`config.mk`:
```
export PLATFORM = sky130hd
export DESIGN_NAME = adc_window_watch
export DESIGN_NICKNAME = d
export VERILOG_FILES = /design/src/rtl/awatch_pkg.sv /design/src/rtl/awatch_cmp.sv /design/src/rtl/awatch_sticky.sv /design/src/rtl/adc_window_watch.sv
export SDC_FILE = /design/constraint.sdc
export NUM_CORES = 1
export LEC_CHECK = 0
export ABC_AREA = 1
export BUFFER_PORTS_ARGS = -buffer_cell sky130_fd_sc_hd__buf_2
export CAP_MARGIN = 25
export CELL_PAD_IN_SITES_DETAIL_PLACEMENT = 0
export CELL_PAD_IN_SITES_GLOBAL_PLACEMENT = 2
export CORE_MARGIN = 2
export CORE_UTILIZATION = 20
export CTS_CLUSTER_SIZE = 8
export DETAILED_ROUTE_END_ITERATION = 16
export PLACE_DENSITY = 0.83
export RECOVER_POWER = 50
export SLEW_MARGIN = 20
export SYNTH_ARGS = -nofsm -noshare
export SYNTH_HDL_FRONTEND = slang
export SYNTH_HIERARCHICAL = 1
export SYNTH_SLANG_ARGS = --single-unit
```
`constraint.sdc`:
```
create_clock -name clk -period 1.3 [get_ports clk]
set_input_delay 0.065 -clock clk [delete_from_list [all_inputs] [get_ports clk]]
set_output_delay 0.065 -clock clk [all_outputs]
set_load 0.01 [all_outputs]
```
`src/rtl/awatch_pkg.sv`:
```
package awatch_pkg;

    localparam int CHAN_W = 4;
    localparam int DATA_W = 10;
    localparam int N_WATCH = 2;
    localparam int N_FLAG = 2 * N_WATCH;

    // Outcome of one window comparison
    typedef struct packed {
        logic below;
        logic above;
    } win_hit_t;

    // Strict window test: bound values themselves pass
    function automatic win_hit_t win_test(
        input logic [DATA_W-1:0] value,
        input logic [DATA_W-1:0] upper,
        input logic [DATA_W-1:0] lower
    );
        win_hit_t r;
        r.above = value > upper;
        r.below = value < lower;
        return r;
    endfunction

endpackage

```
`src/rtl/awatch_cmp.sv`:
```
module awatch_cmp
    import awatch_pkg::*;
#(
    parameter int DW = DATA_W
) (
    input  logic          clk,
    input  logic          rst,
    input  logic          en,
    input  logic [DW-1:0] value,
    input  logic [DW-1:0] upper,
    input  logic [DW-1:0] lower,
    output win_hit_t      hit
);

    win_hit_t raw;

    always_comb begin
        raw = win_test(value, upper, lower);
        hit = en ? raw : '0;
    end


    upper_edge_chk: assert property (@(posedge clk) disable iff (rst)
        (value == upper) |-> !hit.above);


    lower_edge_chk: assert property (@(posedge clk) disable iff (rst)
        (value == lower) |-> !hit.below);


    idle_quiet_chk: assert property (@(posedge clk) disable iff (rst)
        !en |-> (hit == '0));

endmodule

```
`src/rtl/awatch_sticky.sv`:
```
module awatch_sticky #(
    parameter int N = 4
) (
    input  logic         clk,
    input  logic         rst,
    input  logic [N-1:0] set,
    input  logic [N-1:0] clr,
    output logic [N-1:0] q
);

    always_ff @(posedge clk) begin
        if (rst) q <= '0;
        else     q <= (q & ~clr) | set;
    end


    reset_clear_chk: assert property (@(posedge clk)
        rst |=> (q == '0));


    sticky_hold_chk: assert property (@(posedge clk) disable iff (rst)
        1'b1 |=> ((q & $past(q & ~clr)) == $past(q & ~clr)));


    no_spurious_set_chk: assert property (@(posedge clk) disable iff (rst)
        1'b1 |=> ((q & ~$past(q) & ~$past(set)) == '0));


    set_wins_chk: assert property (@(posedge clk) disable iff (rst)
        1'b1 |=> ((q & $past(set)) == $past(set)));

endmodule

```
`src/rtl/adc_window_watch.sv`:
```
module adc_window_watch
    import awatch_pkg::*;
(
    input  logic              clk,
    input  logic              rst,
    input  logic              res_valid,
    input  logic [CHAN_W-1:0] res_chan,
    input  logic [DATA_W-1:0] res_data,
    input  logic [CHAN_W-1:0] pair_base,
    input  logic [DATA_W-1:0] thr_a_hi,
    input  logic [DATA_W-1:0] thr_a_lo,
    input  logic [DATA_W-1:0] thr_b_hi,
    input  logic [DATA_W-1:0] thr_b_lo,
    input  logic [N_FLAG-1:0] flag_clr,
    input  logic              irq_en,
    output logic [N_FLAG-1:0] flags,
    output logic              irq
);

    logic [DATA_W-1:0] upper_bank [N_WATCH];
    logic [DATA_W-1:0] lower_bank [N_WATCH];
    win_hit_t          hits       [N_WATCH];
    logic [N_WATCH-1:0] watch_en;
    logic [N_FLAG-1:0] set_vec;

    assign upper_bank[0] = thr_a_hi;
    assign lower_bank[0] = thr_a_lo;
    assign upper_bank[1] = thr_b_hi;
    assign lower_bank[1] = thr_b_lo;

    for (genvar w = 0; w < N_WATCH; w++) begin : g_watch
        logic [CHAN_W:0] target;
        assign target = {1'b0, pair_base} + (CHAN_W+1)'(w);
        // a target past the last channel does not wrap
        assign watch_en[w] = res_valid && !target[CHAN_W]
                             && (target[CHAN_W-1:0] == res_chan);

        awatch_cmp #(.DW(DATA_W)) u_cmp (
            .clk   (clk),
            .rst   (rst),
            .en    (watch_en[w]),
            .value (res_data),
            .upper (upper_bank[w]),
            .lower (lower_bank[w]),
            .hit   (hits[w])
        );

        assign set_vec[2*w]   = hits[w].above;
        assign set_vec[2*w+1] = hits[w].below;
    end

    awatch_sticky #(.N(N_FLAG)) u_flags (
        .clk (clk),
        .rst (rst),
        .set (set_vec),
        .clr (flag_clr),
        .q   (flags)
    );

    assign irq = irq_en && (|flags);


    top_b_off_chk: assert property (@(posedge clk) disable iff (rst)
        (pair_base == '1) |-> !watch_en[1]);


    pair_exclusive_chk: assert property (@(posedge clk) disable iff (rst)
        !(watch_en[0] && watch_en[1]));


    irq_gate_chk: assert property (@(posedge clk) disable iff (rst)
        !irq_en |-> !irq);

endmodule

```
**Yosys cells after proc, flatten, opt, wreduce, memory -nomap -nowiden**

Cells that the tools add are included.

- Bits in registers: 4
- Bits in latches: 0
- RAM bits: 0
- Memory bits (read-only): 0
- Input port bits: 66
- Output and inout port bits: 5
- Logic and storage cells: 19
- Memories: 0

- $add $sub $neg: 1
- $mul: 0
- Divide/modulo/power cells: 0
- Magnitude comparators: 4
- Eq/ne operators: 2
- Shift operators: 0
- Mux-type cells: 2
- Bitwise gates (word level): 3
- Reductions and logical operators: 6

Operator list:

| cell | number |
|---|---|
| greater-than comparator 10 bit | 2 |
| < comparator 10 bit | 2 |
| == test 4 bit | 2 |
| adder 4 x 1 -> 5 bit (second input constant) | 1 |
| AND 4 bit | 1 |
| logical AND 1 bit | 4 |
| 2-to-1 mux 2 bit | 2 |
| NOT 4 bit | 1 |
| bitwise OR 4 bit | 1 |
| OR reduction 4 bit | 1 |
| logical NOT 1 bit | 1 |

**Longest topological paths before layout**

- Depth in word-level cells: 6
- Gate-level depth with buffers: 14
- Gate-level depth less buffers: 14

**Cells and area by module**

The synthesis kept the hierarchy.

By module, submodules not included:

| module | instances | cells each | area each (um2) | seq. area each (um2) |
|---|---|---|---|---|
| awatch_cmp | 2 | 91 | 546.8 | 0.0 |
| adc_window_watch | 1 | 41 | 183.9 | 0.0 |
| awatch_sticky | 1 | 20 | 145.1 | 80.1 |

**Worst setup path after synthesis**

OpenSTA, ideal clock, no wires.

- Kind: in2reg
- Start point: input pair_base[0]
- End point: register u_flags.q[3]
- Library setup time: 0.070 ns
- Arrival: 1.165 ns
- Data required time: 1.230 ns
- Setup slack: 0.065 ns
- Stages: 13
- Path buffers: 0
- Cells stage by stage: ha_1 > inv_1 > nand2_1 > nand3_1 > nor2_1 > nand2_1 > nor2_1 > nand3b_1 > nor2_1 > nand2_1 > nor2_1 > inv_1 > a21oi_1

RTL lines:

| what | RTL line | source |
|---|---|---|
| start: declaration | adc_window_watch.sv:9 | `input logic [CHAN_W-1:0] pair_base,` |
| end signal: assignment | awatch_sticky.sv:13 | `else q <= (q & ~clr) \| set;` |
| end: declaration | awatch_sticky.sv:8 | `output logic [N-1:0] q` |

==> metrics.md <==
| Metric | Value |
|---|---|
| Clk buf depth | `2` |
| Power Total | `870 uW` |
| Max FFs per register | `4` |
| Clock sinks | `4` |
| Drt drc | `0` |
| Met3 Use GR | `1.59%` |
| Biggest register | `u_flags/q` |
| Cell Area, Synth | `1420 sq um` |
| Crit-path cells | `buf_6 -> ha_4 -> inv_2 -> nand2_1 -> nand3_1 -> nor2_1 -> nand2_1 -> nor2_2 -> nand3b_1 -> nor2_1 -> nand2_1 -> nor2_1 -> inv_1 -> a21oi_1` |
| Synth-to-Final Area Change | `42.9%` |
| Vias in the first global route | `1461` |
| Largest family of logic cells by synthesized area | `adder cells` |
| Core area | `6830 sq um` |
| Hold slack | `64.8 ps` |
| Rows | `30` |
| XOR/XNOR Fraction of Synth Area | `0.616%` |
| DIE AREA | `7800 sq um` |
| Mux cell area share after synthesis | `0%` |
| Commonest non-fill, non-tap cell in the layout | `inv_1` |
| Yosys reg bits | `4` |
| Largest area contributor in the netlist | `ha_1` |
| Warnings, synthesis | `6` |
| Synth unique cells | `18` |
| RSZ-0062 raised after global routing | `true` |
| Clk pin slew, worst setup/hold paths | `30 ps` |
| Lkg Pwr | `0.00130 uW` |
| Gpl congestion | `0.740` |
| Worst-margin pin slew | `226 ps` |
| Detailed-route via count | `1579` |
| Fin Clk Skew | `0 ps` |
| Pwr dens | `428 nW/um^2` |
| Post-synth net total | `348` |
| IO Pins | `71` |
| Iteration-0 DRC count of the detailed router | `55` |
| Sequential cell area fraction in the yosys report | `5.63%` |
| First-pass GRT wire length | `6150 um` |
| Met2 Resource Use GR | `17.8%` |
| Post-synthesis compound-gate area fraction | `6.16%` |
| Clock root buffer | `clkbuf_8` |
| Synth top area cells | `ha_1 34%, inv_1 20%, nand2_1 17%` |
| Routed len/inst | `9.12 um` |
| Layout cells sized above 1 | `28.9%` |
| Dpl cell area | `1960 sq um` |
| Critical path peak fanout | `2` |
| Final Hold Viols | `0` |
| Area share of and/or/nand/nor cells after synthesis | `33.0%` |
| CP Capture Type | `flop` |
| # H-tree levels | `1` |
| Top cell type's share of synthesized area | `34.3%` |
| Slowest stage delay, CP | `260 ps` |
| Wirelength, routed | `3840 um` |
| Setup crit start kind | `primary input` |
| First drt pass iteration count | `4` |
| Post-Synth Adder-Cell Area | `34.3%` |
| GR peak layer | `met2` |
| CTS tree | `yes` |
| Initial antenna violation count | `0` |
| Post-route ant nets | `0` |
| Worst vdd ir | `0.203 mV` |
| CTS Buf Count | `3` |
| Detailed Place HPWL | `3580 um` |
| Post-Synthesis Cells | `243` |
| Final Worst Setup Slack | `115 ps` |
| Most frequent cells in the layout | `74 x inv_1, 65 x buf_2, 64 x nand2_1` |
| Global-route usage over all layers | `9.78%` |
| Worst slack, placed | `-192 ps` |
| Largest regs | `u_flags/q (4)` |
| Rel. slew slack | `84.8%` |
| Clk_lat worst skew | `210 ps` |
| Fin nets | `432` |
| Remaining global-route overflow | `0` |
| Syn Area/Cell | `5.85 sq um` |
| Req. time, crit path | `1440 ps` |
| Met1 usage | `12.6%` |
| Setup CP Type | `in -> reg` |
| Max Fclk | `0.844 GHz` |
| Slew Viols, Final | `0` |
| Max-Cap Viols | `0` |
| Status | `completed` |
| PortBufs | `70` |
| Worst hold-check path type | `in -> reg` |
| Final Critical Period | `1180 ps` |
| Die Y-Extent | `88.3 um` |
| Antenna Cells | `0` |
| Initial core utilization | `20.8%` |
| Worst Path Arrival | `1330 ps` |
| CP max stage cell | `ha_4` |
| Die X | `88.3 um` |
| Via density | `3.75` |
| Final setup viols | `0` |
| Design Area, Final | `2030 sq um` |
| Largest net degree at the start of global routing | `5` |
| Filler cell count | `824` |
| Crit share post-route | `91.2%` |
[metrics by stage]
step	util (%)	cells	TNS, ps
final	29.8	421	0
after global routing	29.8	421	-54.3
after floorplan	-	243	0
after detailed placement	28.7	418	-428
after global placement	28.7	418	-399
after CTS	29.3	421	0
[cell type report]
cell class              instances  area, sq um  area share, %
multi-input cells             162         1080           52.9
repair buffers                 79          427           21.0
inverters                      77          289           14.2
well taps                      96          120           5.91
flip-flops and latches          4         80.1           3.94
clock buffers                   3         41.3           2.03
[path summary, 6_finish.rpt]
path                      from            to  slack [ps]  cells past startpoint
setup / recovery  pair_base[0]  u_flags/q[3]         120                     14
hold / removal             rst  u_flags/q[2]          60                      2
setup reg to reg  u_flags/q[0]  u_flags/q[0]         680                      2
hold reg to reg   u_flags/q[1]  u_flags/q[1]         480                      2
[report_power, final]
part           total (uW)  internal, uW  switching [uW]
clock network         255           197            58.2
logic                 488           233             255
registers             127           126            1.45
total                 870           556             315
[worst max-delay path, delay by kind of cell]
family	cells	cell delay, ps
compound gates	1	100
simple gates	9	740
fa+ha+maj	1	260
buf+inv	3	180
[cells in the mapped netlist]
| cell type | n |
|---|---|
| nand2_1 | 64 |
| nand3_1 | 10 |
| nand2_2 | 2 |
| nor2_4 | 2 |
| ha_1 | 39 |
| nor4_1 | 1 |
| xnor2_1 | 1 |
| inv_2 | 2 |
| a21oi_1 | 14 |
| nor2_2 | 2 |
| nor3_1 | 2 |
| nor2_1 | 14 |
| dfxtp_1 | 4 |
| a21oi_2 | 2 |
| inv_1 | 75 |
| nor3_2 | 1 |
| nand3b_1 | 2 |
| nand4_1 | 6 |
[cell families after synthesis]
kind of cell / Yosys count
adders and majority gates: 39
AOI/OAI and AO/OA: 16
and+or+nand+nor: 106
DFF: 4
xor gates and xnor gates: 1
buffers and inverters: 77
[per-layer routing]
layer,vias to the layer above,share of wire (%)
li1,905,-
met3,0,6.4
met1,626,48
met5,-,0
met4,0,0
met2,48,46
[timing repair]
item,4_1_cts,5_1_grt
setup buffers,0,0
gates resized for setup,0,8
endpoints found under the setup margin,0,3
hold buffers,0,0
Note: power is estimated with default switching activity, not from simulation.
